**config.mk**
```make
export PLATFORM = sky130hd
export DESIGN_NAME = enc_counter
export DESIGN_NICKNAME = d
export VERILOG_FILES = /design/src/rtl/enc_pkg.sv /design/src/rtl/enc_line_sync.sv /design/src/rtl/enc_step_decode.sv /design/src/rtl/enc_count_core.sv /design/src/rtl/enc_counter.sv
export SDC_FILE = /design/constraint.sdc
export NUM_CORES = 1
export LEC_CHECK = 0
export ABC_CLOCK_PERIOD_IN_PS = 2600
export BUFFER_PORTS_ARGS = -buffer_cell sky130_fd_sc_hd__buf_2
export CAP_MARGIN = 20
export CORE_MARGIN = 5
export CORE_UTILIZATION = 45
export CTS_CLUSTER_SIZE = 16
export DETAILED_ROUTE_END_ITERATION = 10
export GPL_ROUTABILITY_DRIVEN = 0
export PLACE_DENSITY = 0.69
export SLEW_MARGIN = 20
export SYNTH_ARGS = -nofsm -noshare
export SYNTH_HDL_FRONTEND = slang
export SYNTH_SLANG_ARGS = --single-unit
```
**constraint.sdc**
```tcl
create_clock -name clk -period 2.6 [get_ports clk]
set_input_delay 0.39 -clock clk [delete_from_list [all_inputs] [get_ports clk]]
set_output_delay 0.39 -clock clk [all_outputs]
set_load 0.01 [all_outputs]
```
**src/rtl/enc_pkg.sv**
```systemverilog
package enc_pkg;

    localparam logic [3:0] MODE_SDIR_X2  = 4'b1010;
    localparam logic [3:0] MODE_SDIR_X1  = 4'b1011;
    localparam logic [3:0] MODE_SPLIT_X2 = 4'b1100;
    localparam logic [3:0] MODE_SPLIT_X1 = 4'b1101;

    typedef enum logic [2:0] {
        ST_CFG      = 3'd0,
        ST_SDIR_X2  = 3'd1,
        ST_SDIR_X1  = 3'd2,
        ST_SPLIT_X2 = 3'd3,
        ST_SPLIT_X1 = 3'd4,
        ST_STALL    = 3'd5
    } enc_state_t;

    typedef struct packed {
        logic lvl;
        logic rise;
        logic fall;
    } line_evt_t;

endpackage

```
**src/rtl/enc_line_sync.sv**
```systemverilog
module enc_line_sync #(
    parameter int STAGES = 2
) (
    input  logic               clk,
    input  logic               rst_n,
    input  logic               din,
    output enc_pkg::line_evt_t evt
);
    logic [STAGES-1:0] sync_q;
    logic              prev_q;

    // synchronizer chain
    for (genvar i = 0; i < STAGES; i++) begin : g_stage
        if (i == 0) begin : g_first
            always_ff @(posedge clk or negedge rst_n) begin
                if (!rst_n) sync_q[0] <= 1'b0;
                else        sync_q[0] <= din;
            end
        end else begin : g_next
            always_ff @(posedge clk or negedge rst_n) begin
                if (!rst_n) sync_q[i] <= 1'b0;
                else        sync_q[i] <= sync_q[i-1];
            end
        end
    end

    // previous synchronized sample for edge detection
    always_ff @(posedge clk or negedge rst_n) begin
        if (!rst_n) prev_q <= 1'b0;
        else        prev_q <= sync_q[STAGES-1];
    end

    always_comb begin
        evt.lvl  = sync_q[STAGES-1];
        evt.rise = sync_q[STAGES-1] & ~prev_q;
        evt.fall = ~sync_q[STAGES-1] & prev_q;
    end
endmodule

```
**src/rtl/enc_step_decode.sv**
```systemverilog
module enc_step_decode (
    input  enc_pkg::enc_state_t state,
    input  logic                pol_a,
    input  logic                pol_b,
    input  enc_pkg::line_evt_t  ev_a,
    input  enc_pkg::line_evt_t  ev_b,
    output logic                step_up,
    output logic                step_dn
);
    import enc_pkg::*;

    logic a_any, b_any, a_sel, b_sel, sdir_up;

    always_comb begin
        a_any   = ev_a.rise | ev_a.fall;
        b_any   = ev_b.rise | ev_b.fall;
        // single-edge pick: polarity 1 -> rising, 0 -> falling
        a_sel   = pol_a ? ev_a.rise : ev_a.fall;
        b_sel   = pol_b ? ev_b.rise : ev_b.fall;
        sdir_up = ev_a.lvl ^ pol_a;
    end

    always_comb begin
        step_up = 1'b0;
        step_dn = 1'b0;
        unique case (state)
            ST_SDIR_X2: begin
                step_up = b_any & sdir_up;
                step_dn = b_any & ~sdir_up;
            end
            ST_SDIR_X1: begin
                step_up = b_sel & sdir_up;
                step_dn = b_sel & ~sdir_up;
            end
            ST_SPLIT_X2: begin
                step_up = a_any & ~b_any;
                step_dn = b_any & ~a_any;
            end
            ST_SPLIT_X1: begin
                step_up = a_sel & ~b_sel;
                step_dn = b_sel & ~a_sel;
            end
            ST_CFG, ST_STALL: begin
                step_up = 1'b0;
                step_dn = 1'b0;
            end
            default: begin
                step_up = 1'b0;
                step_dn = 1'b0;
            end
        endcase
    end
endmodule

```
**src/rtl/enc_count_core.sv**
```systemverilog
module enc_count_core #(
    parameter int WIDTH = 16
) (
    input  logic             clk,
    input  logic             rst_n,
    input  logic             step_up,
    input  logic             step_dn,
    input  logic [WIDTH-1:0] reload_val,
    output logic [WIDTH-1:0] count,
    output logic             dir_down,
    output logic             update
);
    localparam logic [WIDTH-1:0] ZERO = '0;
    localparam logic [WIDTH-1:0] ONE  = WIDTH'(1);

    logic [WIDTH-1:0] cnt_q, cnt_d;
    logic             dir_q, dir_d, upd_q, upd_d;

    always_comb begin
        cnt_d = cnt_q;
        dir_d = dir_q;
        upd_d = 1'b0;
        if (step_up) begin
            dir_d = 1'b0;
            if (cnt_q >= reload_val) begin
                cnt_d = ZERO;
                upd_d = 1'b1;
            end else begin
                cnt_d = cnt_q + ONE;
            end
        end else if (step_dn) begin
            dir_d = 1'b1;
            if (cnt_q == ZERO) begin
                cnt_d = reload_val;
                upd_d = 1'b1;
            end else begin
                cnt_d = cnt_q - ONE;
            end
        end
    end

    always_ff @(posedge clk or negedge rst_n) begin
        if (!rst_n) begin
            cnt_q <= ZERO;
            dir_q <= 1'b0;
            upd_q <= 1'b0;
        end else begin
            cnt_q <= cnt_d;
            dir_q <= dir_d;
            upd_q <= upd_d;
        end
    end

    assign count    = cnt_q;
    assign dir_down = dir_q;
    assign update   = upd_q;
endmodule

```
**src/rtl/enc_counter.sv**
```systemverilog
module enc_counter #(
    parameter int WIDTH       = 16,
    parameter int SYNC_STAGES = 2
) (
    input  logic             clk,
    input  logic             rst_n,
    input  logic             en,
    input  logic [3:0]       mode,
    input  logic             pol_a,
    input  logic             pol_b,
    input  logic             line_a,
    input  logic             line_b,
    input  logic [WIDTH-1:0] reload_val,
    output logic [WIDTH-1:0] count,
    output logic             dir_down,
    output logic             update
);
    import enc_pkg::*;

    localparam int NLINES = 2;

    enc_state_t state_q, state_d;
    logic [3:0] cfg_mode_q;
    logic       cfg_pol_a_q, cfg_pol_b_q;
    logic       step_up, step_dn;
    line_evt_t  ev_a, ev_b;
    line_evt_t  ev [NLINES];
    logic [NLINES-1:0] lines_in;

    assign lines_in = {line_b, line_a};

    for (genvar g = 0; g < NLINES; g++) begin : g_line
        enc_line_sync #(.STAGES(SYNC_STAGES)) u_sync (
            .clk  (clk),
            .rst_n(rst_n),
            .din  (lines_in[g]),
            .evt  (ev[g])
        );
    end

    assign ev_a = ev[0];
    assign ev_b = ev[1];

    // settings captured only while disabled
    always_ff @(posedge clk or negedge rst_n) begin
        if (!rst_n) begin
            cfg_mode_q  <= 4'b0000;
            cfg_pol_a_q <= 1'b0;
            cfg_pol_b_q <= 1'b0;
        end else if (!en) begin
            cfg_mode_q  <= mode;
            cfg_pol_a_q <= pol_a;
            cfg_pol_b_q <= pol_b;
        end
    end

    // next-state logic: T_START / T_STOP / T_HOLD
    always_comb begin
        state_d = state_q;
        unique case (state_q)
            ST_CFG: begin
                if (en) begin
                    unique case (cfg_mode_q)
                        MODE_SDIR_X2:  state_d = ST_SDIR_X2;
                        MODE_SDIR_X1:  state_d = ST_SDIR_X1;
                        MODE_SPLIT_X2: state_d = ST_SPLIT_X2;
                        MODE_SPLIT_X1: state_d = ST_SPLIT_X1;
                        default:       state_d = ST_STALL;
                    endcase
                end
            end
            ST_SDIR_X2, ST_SDIR_X1, ST_SPLIT_X2, ST_SPLIT_X1, ST_STALL: begin
                if (!en) state_d = ST_CFG;
            end
            default: state_d = ST_CFG;
        endcase
    end

    // state register
    always_ff @(posedge clk or negedge rst_n) begin
        if (!rst_n) state_q <= ST_CFG;
        else        state_q <= state_d;
    end

    // outputs of the state machine: step requests
    enc_step_decode u_decode (
        .state  (state_q),
        .pol_a  (cfg_pol_a_q),
        .pol_b  (cfg_pol_b_q),
        .ev_a   (ev_a),
        .ev_b   (ev_b),
        .step_up(step_up),
        .step_dn(step_dn)
    );

    enc_count_core #(.WIDTH(WIDTH)) u_core (
        .clk       (clk),
        .rst_n     (rst_n),
        .step_up   (step_up),
        .step_dn   (step_dn),
        .reload_val(reload_val),
        .count     (count),
        .dir_down  (dir_down),
        .update    (update)
    );
endmodule

```
# --- Word-level counts from Yosys, hierarchy flattened ---
# Index checks and enable logic that the tools add are counted.
word_totals:
  register_bits: 33
  out_inout_bits: 18
  in_bits: 27
classes:
  order_cmp: 1
  bitwise: 24
  n_addsub: 2
  n_reduce_logical: 5
  n_mux: 18
  eq_ne: 11
ops:
  columns: ["op", "n"]
  rows:
  - ["two-way mux 16 bit", 4]
  - ["adder 16 x 1 -> 16 bit, second input constant", 1]
  - ["equality test 4 bit, second input constant", 4]
  - ["greater-or-equal comparator 16 bit", 1]
  - ["zero test 16 bit", 1]
  - ["subtractor 16 x 1 -> 16 bit, second input constant", 1]
  - ["bitwise AND 1 bit", 12]
  - ["one-hot mux 3 bit (4 select lines)", 1]
  - ["inverter 1 bit", 9]
  - ["two-way mux 1 bit", 8]
  - ["one-hot mux 1 bit (4 select lines)", 2]
  - ["equality test 3 x 2 -> 1 bit, second input constant", 2]
  - ["equality test 3 bit, second input constant", 2]
  - ["two-way mux 3 bit", 2]
  - ["one-hot mux 3 bit (2 select lines)", 1]
  - ["OR reduction 5 bit", 1]
  - ["!= test 2 bit, second input constant", 2]
  - ["equality test 3 x 1 -> 1 bit, second input constant", 1]
  - ["zero test 3 bit", 1]
  - ["bitwise OR 1 bit", 2]
  - ["AND reduction 2 bit", 1]
  - ["nonzero test 2 bit", 1]
  - ["XOR 1 bit", 1]

# --- Longest topological paths before layout ---
# Gate-level depths: netlist of the first run.
logic_depth:
  depth_word: 8
  depth_mapped: 11
  depth_no_buf: 8

# --- Cells and area by module ---
# From an unflattened synthesis of the first run, not the netlist that was laid out.
hier_totals:
  hier_cells: 327
  hier_area_um2: 2859.0
by_module_without_submodules:
  columns: ["module", "cells_per_inst", "seq_area_each_um2", "n_inst", "area_per_inst_um2"]
  rows:
  - ["enc_count_core", 265, 450.4, 1, 2108.3]
  - ["enc_counter", 31, 225.2, 1, 406.6]
  - ["enc_line_sync", 6, 75.1, 2, 97.6]
  - ["enc_step_decode", 19, 0.0, 1, 148.9]

# --- Least setup slack after synthesis of the first run ---
# Ideal clock, no wire load.
synth_path:
  path_type: "reg2reg"
  startpoint: "register u_core.cnt_q[0] (netlist: u_core.count[0])"
  endpoint: "register u_core.cnt_q[0] (netlist: u_core.count[0])"
  path_buffers: 2
  stages_incl_launch_ff: 11
  setup_time_ns: 0.094
  slack_ns: 0.181
  required_time_ns: 2.506
  arrival_ns: 2.325
  path_cell_list: "dfrtp_1 -> inv_1 -> ha_1 -> nand2b_1 -> a2111oi_2 -> o32ai_2 -> nor4_4 -> buf_6 -> buf_8 -> a21oi_1 -> a211oi_1"
synth_via:
  elab_chain_len: 4
synth_lines:
  columns: ["item", "line", "source"]
  rows:
  - ["from (decl)", "enc_count_core.sv:16", "logic [WIDTH-1:0] cnt_q, cnt_d;"]
  - ["from (signal assigned)", "enc_count_core.sv:48", "cnt_q <= cnt_d;"]
  - ["subtractor 16 x 1 -> 16 bit / zero test 16 bit (equally long branches)", "enc_count_core.sv:37, enc_count_core.sv:33", null]
  - ["two-way mux 16 bit", "enc_count_core.sv:33", "if (cnt_q == ZERO) begin"]
  - ["two-way mux 16 bit", "enc_count_core.sv:31", "end else if (step_dn) begin"]
  - ["two-way mux 16 bit (*)", "enc_count_core.sv:23", "if (step_up) begin"]
# Every way passes the cells marked *; elsewhere a longest branch is shown, timed or not. The select of a mux whose other input is x is not followed.
# A chain may end at the register's enable or synchronous reset.

# --- Final worst setup path of the first run ---
layout_path:
  startpoint: "register u_core.cnt_q[10] (netlist: u_core.count[10])"
  endpoint: "register u_core.cnt_q[5] (netlist: u_core.count[5])"
layout_via:
  elab_chain_len: 4
layout_lines:
  columns: ["item", "line"]
  rows:
  - ["branches (longest 3 deep; another with greater-or-equal comparator 16 bit)", null]
  - ["two-way mux 16 bit (*)", "enc_count_core.sv:23"]
# Mark *: on every way between the ends. The select of a mux whose other input is x is not followed.

==> results of run 1 <==
## registers in the layout, summed over array words and instances, names as in the netlist
signal,flops
u_core.dir_down,1
cfg_pol_b_q,1
cfg_pol_a_q,1
g_line.u_sync.prev_q,2
g_line.u_sync.evt,2
state_q,3
g_line.u_sync.sync_q,2
u_core.update,1
u_core.count,16
cfg_mode_q,4
## cells by family (layout without fill, tap and decap cells)
group	Yosys count	count (layout)	synth area share
multiplexers	10	10	0.0394
AND/OR/NAND/NOR	116	116	0.227
XOR/XNOR	13	13	0.0413
buffers and inverters	51	109	0.0870
flip-flops	33	33	0.299
adder cells (fa/ha/maj)	23	23	0.104
AO/OA/AOI/OAI	73	73	0.202
## layout make-up
| class | count | area, um2 | area share |
|---|---|---|---|
| inverter | 30 | 113 | 0.0343 |
| clock inverter | 2 | 35.0 | 0.0107 |
| multi-input combinational | 235 | 1720 | 0.523 |
| tap | 75 | 93.8 | 0.0286 |
| timing repair buffer | 72 | 430 | 0.131 |
| clock buffer | 5 | 68.8 | 0.0209 |
| sequential | 33 | 827 | 0.252 |
## worst max path at each step
| stage | start | end | slack (ns) | cells after the start |
|---|---|---|---|---|
| 3_5_place_dp | reload_val[15] | u_core.count[5] | 0.04 | 10 |
| 6_report | u_core.count[10] | u_core.count[5] | 0.13 | 8 |
| 4_1_cts | u_core.count[10] | u_core.count[5] | 0.11 | 8 |
| 5_1_grt | u_core.count[10] | u_core.count[5] | 0.007 | 8 |
| 2_1_floorplan | u_core.count[0] | u_core.count[0] | 0.18 | 10 |
| 3_3_place_gp | reload_val[15] | u_core.count[5] | 0.07 | 10 |
## metal layers
layer | GRT usage | vias to the layer above
met5 | 0 | -
met1 | 0.277 | 1219
li1 | - | 1270
met3 | 0.0307 | 12
met4 | 0.0563 | 0
met2 | 0.320 | 62
## Yosys cell counts (3+ instances only)
| master | instances | area (um2) |
|---|---|---|
| mux2_2 | 7 | 78.8 |
| a221o_1 | 4 | 40.0 |
| nand2_1 | 23 | 86.3 |
| o21ai_0 | 6 | 30.0 |
| clkbuf_1 | 6 | 22.5 |
| buf_2 | 9 | 45.0 |
| nand3_1 | 18 | 90.1 |
| nor2_1 | 24 | 90.1 |
| a211oi_1 | 7 | 52.6 |
| nand2b_1 | 3 | 18.8 |
| a22oi_1 | 4 | 30.0 |
| inv_1 | 29 | 109 |
| a21o_1 | 7 | 52.6 |
| nand4_1 | 11 | 68.8 |
| xnor2_1 | 9 | 78.8 |
| ha_1 | 23 | 288 |
| dfrtp_1 | 33 | 826 |
| nor3_1 | 5 | 25.0 |
| or4_1 | 3 | 22.5 |
| a21oi_1 | 14 | 70.1 |
| nand3b_1 | 3 | 22.5 |
| nor3b_1 | 4 | 30.0 |
| xor2_1 | 4 | 35.0 |
| o21a_1 | 3 | 22.5 |
| and3_1 | 4 | 25.0 |
| nor4_1 | 4 | 25.0 |
| mux2i_1 | 3 | 30.0 |
| or3_1 | 3 | 18.8 |
| o211ai_1 | 7 | 52.6 |
| buf_6 | 3 | 33.8 |
## power by group
group	switching, mW	internal [mW]
combinational	0.914	0.722
clock	0.202	0.279
sequential	0.109	0.630
total	1.22	1.63
## through the flow
stage | total power, mW | cells | utilization
floorplan | 1.81 | 319 | -
CTS | 2.82 | 452 | 0.547
global route | 3.08 | 452 | 0.552
detailed placement | 2.34 | 445 | 0.530
finish | 2.86 | 452 | 0.552
global placement | 2.31 | 445 | 0.530
## cells in the final DEF, fill, tap and decap left out, drive strengths merged, types with 5 or more instances in the layout
cell    count
nand2      23
ha         23
nand4      11
o21ai       7
nor4        6
buf        72
dfrtp      33
xnor2       9
mux2        7
clkbuf      5
a21oi      14
a211oi      7
inv        30
nor3        5
o211ai      9
nor2       24
nand3      18
a21o        7
==> impl_summary.md, run 1 <==
Critical path
The endpoint of the most critical register-to-register path is u_core.count[5]. Along the worst path, the maximum fanout reaches 12. Counting cells, the worst reg-to-reg path comes to 8.

STA classifies the critical path endpoint as a flip-flop. Setup slack on the worst reg-to-reg path comes out at 0.13 ns. Data on the critical path arrives at its endpoint at 2.65 ns. The cell class contributing the biggest share of worst-path delay is compound AO/OA/AOI/OAI gates. The critical path is of the reg -> reg type. The required time reported for the critical path endpoint is 2.78 ns. The worst setup path is launched from a flip-flop.

The stage delay of the slowest cell on the critical path is 0.44 ns. Together, buffers and inverters on the worst path number 1. Walking the worst path, the cells encountered are ha_1, nand4_1, or3_1, o32ai_4, nor4_4, buf_4, a21o_1, a221o_1. The critical-path cell with the highest stage delay is dfrtp_2. The reg-to-reg startpoint is u_core.count[10].

Layout
The layout filler cell count is 576. The final cell area excluding filler cells is 0.00329 mm2. The fraction of final layout cells with drive strength greater than 1 is 0.265.

The repair_antennas step left the layout with diodes totalling 0. The layout-stage area growth over the synthesis result is 19.0%. The layout net count is 427.

Clocking
After clock tree synthesis, the repair step resized 0 gates. The sink count of the clock tree is 33. Post-CTS timing repair inserted 0 buffers for setup.

The clock passes through at most 2 buffers. The quantity of hold-fixing buffers added after cts is 0. TritonCTS created 5 clock buffers. The depth of the CTS H-tree is 2. TritonCTS built the clock tree. Clock tree synthesis selected as its root buffer the cell clkbuf_8.

The clock transition at the registers of the reported paths is 0.08 ns. The clock latency of the later-clocked register in the worst-skew pair is about 0.29 ns.

Timing
The achievable frequency is between 400 and 500 MHz. The hold violation count in the final report came to 0. The max-slew violation count is 0. The final setup violation count is 0.

The pin slew with the least headroom to its limit is about 0.77 ns. The tightest hold path in the finished design has a slack of approximately 0.18 ns. The ratio of final minimum period to clock period is 0.951. The worst path needs about 2.5 ns of the cycle, external delays included.

Setup repair after global routing left no endpoint under its margin. The sum of negative setup slack is 0 ns. The final worst clock skew is ~0.0065 ns. Setup slack on the critical path of the routed design comes to 0.127 ns. The remaining max-slew budget at the tightest pin is 0.488.

Floorplan
The area of the die is 0.00780 mm2. The initial core utilization is 0.463. After floorplanning, the core was sized to cover 0.00596 mm2. The number of ports placed on the die boundary is 45. The die is 88.3 um tall. The floorplan die width is 88.3 um. The floorplan has 28 rows.

Detailed routing
Once detail routing completed, the nets flagged for antenna violations numbered 0. In the routed design, unresolved DRC markers number 0. The final layout contains routed wiring with a total length of approximately 7 mm. Dividing the detail-routed wire length by the instance count gives 15.8 um. After detailed routing, the number of vias per cell comes to approximately 5.7. The wire length the detailed router placed on met1 is ~3.5 mm.

The detailed router placed 2563 vias in this run. The met2 wire length is 3.24 mm. The total iterations of the first detailed-routing run is 4. The detailed router finished its first iteration with 188 violations. The total length of routed met3 wires is 370 um. After detailed routing, no signal wire sits above met4.

GRT
The number of global-route vias before repair came to ~2600. The first global-routing pass estimated ~12 mm of wire. The initial antenna violation count came to 0. The residual overflow from global routing is 0. Entering global routing, the biggest net connects 34 pins. For this run, the total global-route usage over all layers was measured as 0.199.

Pwr
Power spread over the standard cell area amounts to 869 mW/mm2. The worst-case IR drop observed on VDD is 0.440 mV. The static leakage power is ~1.6 nW.

Synthesis
The cell area after technology mapping is 0.00276 mm2. The post-synthesis sequential area ratio is 0.299. The number of instances in the synthesized netlist is between 300 and 400.

The fraction of registers with async set/reset is 1.00. In this run the mean area of a mapped cell was 8.65 um2. The register bit count reported by yosys is 33. The number of synthesized flops with an enable pin is 0.

In this run, distinct cell masters in the synthesized netlist total 59. The most used flip-flop cell after synthesis is dfrtp_1. The post-synthesis net count is 369. The count of yosys warnings during synthesis is 0.

Outcome
The flow ran to the end, and the final reports show no timing, DRC or antenna violations.

Place
After detailed placement, the total cell area comes to between 0.003 and 0.004 mm2. The count of input and output buffers is between 40 and 50. The HPWL after detailed placement is 5.47 mm.

The worst slack after detailed placement is 0.0371 ns.

Run
The max capacitance violation total is 0.

Hold path
The worst hold path class is in -> async.
No activity file was read; power rests on OpenSTA's default activity.
==> inputs of run 2 (changes only) <==
--- a/config.mk
+++ b/config.mk
@@ -9,11 +9,12 @@
 export BUFFER_PORTS_ARGS = -buffer_cell sky130_fd_sc_hd__buf_2
 export CAP_MARGIN = 20
 export CORE_MARGIN = 5
-export CORE_UTILIZATION = 45
+export CORE_UTILIZATION = 30
+export CTS_CLUSTER_DIAMETER = 40
 export CTS_CLUSTER_SIZE = 16
 export DETAILED_ROUTE_END_ITERATION = 10
 export GPL_ROUTABILITY_DRIVEN = 0
-export PLACE_DENSITY = 0.69
+export PLACE_DENSITY = 0.51
 export SLEW_MARGIN = 20
 export SYNTH_ARGS = -nofsm -noshare
 export SYNTH_HDL_FRONTEND = slang
==> run 2 against run 1 <==
- via count about the same
- die area up 44%
- final cell count up 9.1%
- non-clock buffer count up 4
- first-iteration DRC count down 11%
- global-route usage down 5.6 points
- highest routed layer unchanged
- setup slack better by 0.031 ns
- register-to-register slack better by 0.03 ns
- sequential cell count unchanged
- sequential power up 0.8%
- clock skew up 0.00093 ns
- largest power group unchanged
==> impl_summary.md, run 2 (same netlist as run 1, synthesis figures left out) <==
Floorplan
The initial core utilization is 0.303 (-0.160). The number of ports placed on the die boundary is 45 (unchanged). The floorplan row count is 35 (+25%). The floorplan core area came to 0.00911 mm2 (+53%).

The floorplan die width is 106 um (+20%). The area of the die came to 0.0112 mm2 (+44%). The y dimension of the die came to 106 um (+20%).

Clocking
The clock buffer count from CTS is 5 (unchanged). The buffer count from post-CTS setup fixing came to 0 (unchanged). The CTS tree is done. The sink count of the clock tree is 33 (unchanged).

The count of cells resized by post-cts repair is 0 (unchanged). The maximum count of clock buffers along a single path is 2 (unchanged). The clock latency of the later-clocked register in the worst-skew pair is 0.29 ns (about the same). The depth of the CTS H-tree is 2 (unchanged). The quantity of hold-fixing buffers added after cts was 0 (unchanged).

The clock transition at the registers of the reported paths is 0.08 ns (about the same). The cell sitting at the root of the clock tree is a clkbuf_8.

GRT
The residual overflow from global routing is 0 (unchanged). The met3 usage is 0.0255 (-0.00523). The total global routing track utilization was 0.143 (-0.0556).

The fraction of met2 tracks used by global routing was 0.220 (-0.0998). The met1 global-route usage came to 0.208 (-0.0691). met2 is the most crowded layer. The global-route wire length before repair was 12.8 mm (+5.3%).

The initial antenna violation count is 0 (unchanged). The largest net degree at the start of global routing was 34 (unchanged). The number of global-route vias before repair is 2435 (-5.8%).

Critical path
The signal on the critical path passes through inv_1, ha_1, nor3b_1, a22oi_1, o221a_4, and2_1, a21o_1, a221o_1. For this design, the slowest cell found on the critical path is dfrtp_1. The stage delay of the slowest cell on the critical path is 0.38 ns (-0.06 ns).

The category of the worst setup path capture point is a flip-flop. The internal reg-to-reg setup slack came to 0.16 ns (+0.03 ns). The largest fanout on the critical path is 10 (-2). The required time reported for the critical path endpoint is 2.78 ns (about the same). The type of the setup path with the least slack is reg -> reg.

The count of cell instances traversed by the critical path is 8 (unchanged). The data arrival time of the critical path is 2.62 ns (-0.03 ns). The buffering stage count on the worst path with inverters included is 1 (unchanged).

The cell class contributing the biggest share of worst-path delay is compound AO/OA/AOI/OAI gates. The worst register-to-register path ends at u_core.count[5]. The startpoint type of the worst setup path is a flip-flop. The reg-to-reg startpoint is g_line[1].u_sync.evt[2].

The count of cells along the worst register-to-register path is 8 (unchanged).

Place
The worst slack after detailed placement is 0.0244 ns (-0.0127 ns). The post-placement cell count came to 485 (+9.0%). The count of input and output buffers came to 44 (unchanged). The HPWL after detailed placement is 5.90 mm (+8.0%).

Timing
The hold violation count in the final report is 0 (unchanged). The achievable frequency is 409 MHz (+1.3%). The clock period minus final worst setup slack is 2.44 ns (-0.0312 ns). Setup repair after global routing left no endpoint under its margin. The ratio of final minimum period to clock period is 0.939 (-0.0120).

The final setup violation count is 0 (unchanged). The post-route worst setup slack is 0.158 ns (+0.0312 ns). The max-slew violation count is 0 (unchanged). The pin slew with the least headroom to its limit was 0.791 ns (+0.0230 ns).

The final worst clock skew came to 0.00744 ns (+0.000935 ns). The remaining max-slew budget at the tightest pin is 0.472 (-0.0153). The sum of negative setup slack is 0 ns (unchanged).

Layout
The layout filler cell count is 945 (+64%). The layout-stage area growth over the synthesis result is 21.9%. The end-of-flow core utilization came to 0.369 (-0.182). The number of flip-flops in the largest register is 16 (unchanged). The layout net count was 431 (+0.94%).

The number of antenna repair diodes came to 0 (unchanged). The library cell used most frequently in the layout, excluding fill and tap cells, is buf_2. Leaving out fill and tap cells, the most frequent cells in the layout are buf_2 (44), dfrtp_1 (33), buf_4 (31), inv_1 (29), nor2_1 (24). The fraction of final layout cells with drive strength greater than 1 is 0.272 (+0.00700). The number of non-filler instances in the completed layout was 493 (+9.1%).

Pwr
The power after layout came to 2.90 mW (+1.5%). The power density over cell area was 862 mW/mm2 (-0.87%). The static leakage power is 1.66 nW (+1.6%).

The maximum vdd drop is 0.318 mV (-28%).

Detailed routing
The ratio of routed vias to standard cells is 5.20 (-8.4%). The count of vias placed by the detailed router was 2562 (-0.039%). The average wire per standard cell is 15.7 um (-0.73%). The total iterations of the first detailed-routing run is 4 (unchanged). The violation count after the first detailed-routing iteration is 167 (-11%). The overall routed net length was 7.76 mm (+8.3%). The antenna violation net count after detailed routing is 0 (unchanged).

The DRC violations left is 0 (unchanged).

Hold path
The worst hold path class is in -> async.

Run
The max capacitance violation total is 0 (unchanged).

Outcome
The run finished with clean final reports.
-- run 2: worst max-delay path by stage --
| stage | startpoint | to | slack, ns |
|---|---|---|---|
| floorplan | u_core.count[0] | u_core.count[0] | 0.18 |
| global route | g_line[1].u_sync.evt[2] | u_core.count[2] | 0.03 |
| finish | g_line[1].u_sync.evt[2] | u_core.count[5] | 0.16 |
| global placement | reload_val[15] | u_core.count[8] | 0.05 |
| detailed placement | reload_val[11] | u_core.count[5] | 0.02 |
| CTS | g_line[1].u_sync.evt[2] | u_core.count[5] | 0.14 |
-- run 2: power by group --
group / leakage, nW / switching [mW] / internal, mW
logic: 1.19 / 0.900 / 0.727
clock network: 0.0574 / 0.214 / 0.312
registers: 0.415 / 0.115 / 0.629
-- run 2: stage by stage --
stage	hold slack (ns)	cell area [um2]
2_1_floorplan	0.0944	2760
3_3_place_gp	0.343	3240
3_5_place_dp	0.339	3240
4_1_cts	0.195	3360
5_1_grt	0.193	3360
6_report	0.182	3360
-- run 2: metal layers --
layer / wire length, um / up-vias
li1: - / 1275
met1: 3840 / 1236
met2: 3450 / 46
met3: 380 / 5
met4: 86 / 0
met5: 0 / -
-- run 2: cell type report --
class	count	area (um2)	area share
inverter	30	113	0.0335
tap	111	139	0.0413
clock inverter	2	37.5	0.0112
clock buffer	6	82.6	0.0245
timing repair buffer	76	473	0.141
sequential	33	826	0.245
multi-input combinational	235	1690	0.504
==> inputs of run 3 (changes only) <==
--- a/config.mk
+++ b/config.mk
@@ -5,17 +5,20 @@
 export SDC_FILE = /design/constraint.sdc
 export NUM_CORES = 1
 export LEC_CHECK = 0
-export ABC_CLOCK_PERIOD_IN_PS = 2600
+export ABC_CLOCK_PERIOD_IN_PS = 3100
 export BUFFER_PORTS_ARGS = -buffer_cell sky130_fd_sc_hd__buf_2
 export CAP_MARGIN = 20
+export CELL_PAD_IN_SITES_DETAIL_PLACEMENT = 1
+export CELL_PAD_IN_SITES_GLOBAL_PLACEMENT = 2
 export CORE_MARGIN = 5
 export CORE_UTILIZATION = 30
 export CTS_CLUSTER_DIAMETER = 40
 export CTS_CLUSTER_SIZE = 16
 export DETAILED_ROUTE_END_ITERATION = 10
 export GPL_ROUTABILITY_DRIVEN = 0
-export PLACE_DENSITY = 0.51
+export PLACE_DENSITY = 0.74
 export SLEW_MARGIN = 20
 export SYNTH_ARGS = -nofsm -noshare
 export SYNTH_HDL_FRONTEND = slang
+export SYNTH_HIERARCHICAL = 1
 export SYNTH_SLANG_ARGS = --single-unit
==> constraint.sdc (replaced) <==
create_clock -name clk -period 3.1 [get_ports clk]
set_input_delay 0.465 -clock clk [delete_from_list [all_inputs] [get_ports clk]]
set_output_delay 0.465 -clock clk [all_outputs]
set_load 0.01 [all_outputs]
==> run 3 against run 2 <==
- synthesized cell count grew 2.2%
- non-clock buffer count shrank 17
- critical path depth is the same
==> impl_summary.md, run 3 <==
Place
The cell area after placement is 0.00321 mm2 (-0.96%). The HPWL after detailed placement is 6.81 mm (+15%). The count of input and output buffers is 44 (unchanged).

Pwr
The combinational power share is 0.525 (-0.037). The net load switching power was 1.18 mW (-3.7%). The maximum vdd drop came to 0.228 mV (-28%). The switching power share of the total came to 0.470 (+0.0460). The total internal power was 1.33 mW (-20%).

The power density over cell area is 757 mW/mm2 (-12%). The static leakage power was 1.55 nW (-6.8%). The sequential cell fraction of total power came to 0.301 (+0.044). The proportion of power drawn by the clock network is 0.174 (-0.008). The power after layout came to 2.52 mW (-13%).

Critical path
The largest fanout on the critical path is 20 (+10). The buffering stage count on the worst path with inverters included was 1 (unchanged). The critical-path cell with the highest stage delay is or2_1. The data arrival time of the critical path is 3.03 ns (+0.41 ns). The worst setup path is captured at a flip-flop.

On the critical path the largest part of the delay comes from simple AND/OR/NAND/NOR gates. The stage delay of the slowest cell on the critical path is 0.55 ns (+0.17 ns). The startpoint type of the worst setup path is a flip-flop. The worst setup path is of the reg -> reg kind. The signal on the critical path passes through inv_1, ha_1, nor4b_4, nand3_4, or2_1, and3_1, a311oi_1, a2bb2oi_1. The required time reported for the critical path endpoint is 3.32 ns (+0.54 ns).

Synthesis
The post-synthesis net count is 372 (+0.81%). The count of yosys warnings during synthesis is 6 (+6). The number of instances in the synthesized netlist was 326 (+2.2%). The mean post-synth cell area was 8.75 um2 (+1.1%). The cell area after technology mapping is 0.00285 mm2 (+3.3%).

GRT
The largest net degree at the start of global routing came to 34 (unchanged). The residual overflow from global routing is 0 (unchanged). The global-route wire length before repair is 15.0 mm (+17%).

The initial antenna violation count was 0 (unchanged). The total global routing track utilization is 0.164 (+0.0208). The number of global-route vias before repair is 2754 (+13%).

Floorplan
The floorplan row count is 35 (unchanged). The number of ports placed on the die boundary is 45 (unchanged). The initial core utilization is 0.309 (+0.00558). The y dimension of the die is 107 um (+1.5%). The floorplan die width is 107 um (+1.5%). The floorplan core area was 0.00924 mm2 (+1.4%). The area of the die is 0.0116 mm2 (+3.0%).

Layout
The number of antenna repair diodes is 0 (unchanged). The most common cell after layout, fill and taps aside is buf_2. The top cell types in the final layout, fill and taps aside, are buf_2 (44), dfrtp_1 (33), inv_1 (28), a21oi_1 (28), nor2_1 (23).

The fraction of final layout cells with drive strength greater than 1 was 0.251 (-0.0209). The layout-stage area growth over the synthesis result is 16.8%. The end-of-flow core utilization is 0.360 (-0.00904).

The number of flip-flops in the largest register is 16 (unchanged). The final cell area excluding filler cells is 0.00333 mm2 (-1.0%). The layout net count came to 419 (-2.8%).

Timing
The final worst clock skew was 0.00731 ns (-0.000134 ns). The hold slack is 0.251 ns (+0.0693 ns). The ratio of final minimum period to clock period is 0.906 (-0.0334). The remaining max-slew budget at the tightest pin is 0.448 (-0.0244). The final setup violation count is 0 (unchanged). The pin slew with the least headroom to its limit is 0.828 ns (+0.0366 ns). Setup repair after global routing left no endpoint under its margin. The sum of negative setup slack is 0 ns (unchanged).

The achievable frequency came to 356 MHz (-13%). The max-slew violation count was 0 (unchanged). The clock period minus final worst setup slack is 2.81 ns (+0.366 ns). The hold violation count in the final report came to 0 (unchanged).

Clocking
The clock latency of the later-clocked register in the worst-skew pair is 0.30 ns (about the same). The clock transition at the registers of the reported paths is 0.08 ns (about the same). The CTS tree is done. The maximum count of clock buffers along a single path was 2 (unchanged).

The tree is rooted in a clkbuf_8. The buffer count from post-CTS setup fixing is 0 (unchanged). The count of cells resized by post-cts repair is 0 (unchanged). The clock buffer count from CTS is 5 (unchanged). The depth of the CTS H-tree is 2 (unchanged). The sink count of the clock tree is 33 (unchanged). The quantity of hold-fixing buffers added after cts is 0 (unchanged).

Detailed routing
The overall routed net length is 9.10 mm (+17%). The total iterations of the first detailed-routing run was 4 (unchanged). The count of vias placed by the detailed router was 2688 (+4.9%). The violation count after the first detailed-routing iteration is 118 (-29%). The antenna violation net count after detailed routing came to 0 (unchanged). The ratio of routed vias to standard cells is 5.34 (+2.8%). The average wire per standard cell is 18.1 um (+15%).

The DRC violations left was 0 (unchanged).

Outcome
The run finished with clean final reports.

Run
The max capacitance violation total was 0 (unchanged).

Hold path
The min-delay analysis places its worst path in the category in -> async.
[run 3: changes by cell type in the layout (fill, tap and decap cells not counted), sizes merged, moves of 5 or more]
cell / before / now
xnor2: 9 / 4
buf: 76 / 59
nand2: 23 / 15
a211o: 2 / 7
nand3: 18 / 9
a21oi: 14 / 28
a21o: 7 / 1
o211ai: 9 / 3
o21ai: 7 / 18
nor3: 5 / 14
[run 3: final timing paths]
path | startpoint | endpoint | slack [ns] | cells past startpoint
setup / recovery | u_core/count[0] | u_core/count[1] | 0.29 | 8
hold / removal | rst_n | u_core/count[13] | 0.25 | 1
setup reg to reg | u_core/count[0] | u_core/count[1] | 0.29 | 8
hold reg to reg | g_line[1].u_sync/sync_q[0] | g_line[1].u_sync/evt[2] | 0.35 | 0
max in group asynchronous | rst_n | g_line[1].u_sync/sync_q[0] | 2.33 | 1
min in group clk | line_b | g_line[1].u_sync/sync_q[0] | 0.27 | 1
[run 3: power groups by stage]
stage	Clock [mW]	Sequential, mW	Combinational, mW
after floorplan	0	0.698	0.953
after global placement	0	0.765	1.30
after detailed placement	0	0.768	1.31
after CTS	0.453	0.760	1.32
after global routing	0.468	0.788	1.46
final	0.439	0.758	1.32
[run 3: routing by layer]
metal  global-route usage  vias up  share of wire
li1                     -     1292              -
met3               0.0180        7          0.037
met5                    0        -              0
met4               0.0325        0         0.0096
met1                0.238     1334           0.50
met2                0.263       55           0.46
[run 3: stage by stage]
step	std cells	setup slack, ns
detailed placement	495	0.284
floorplan	326	0.725
global placement	495	0.321
CTS	503	0.262
finish	503	0.292
global route	503	0.105
[run 3: area by class of cell]
type                    instances  area, um2
fillers                      1117       5910
clock buffers                   7       86.3
repair buffers                 59        333
inverters                      28        105
well taps                     129        161
flip-flops and latches         33        826
clock inverters                 1       30.0
multi-input cells             246       1790
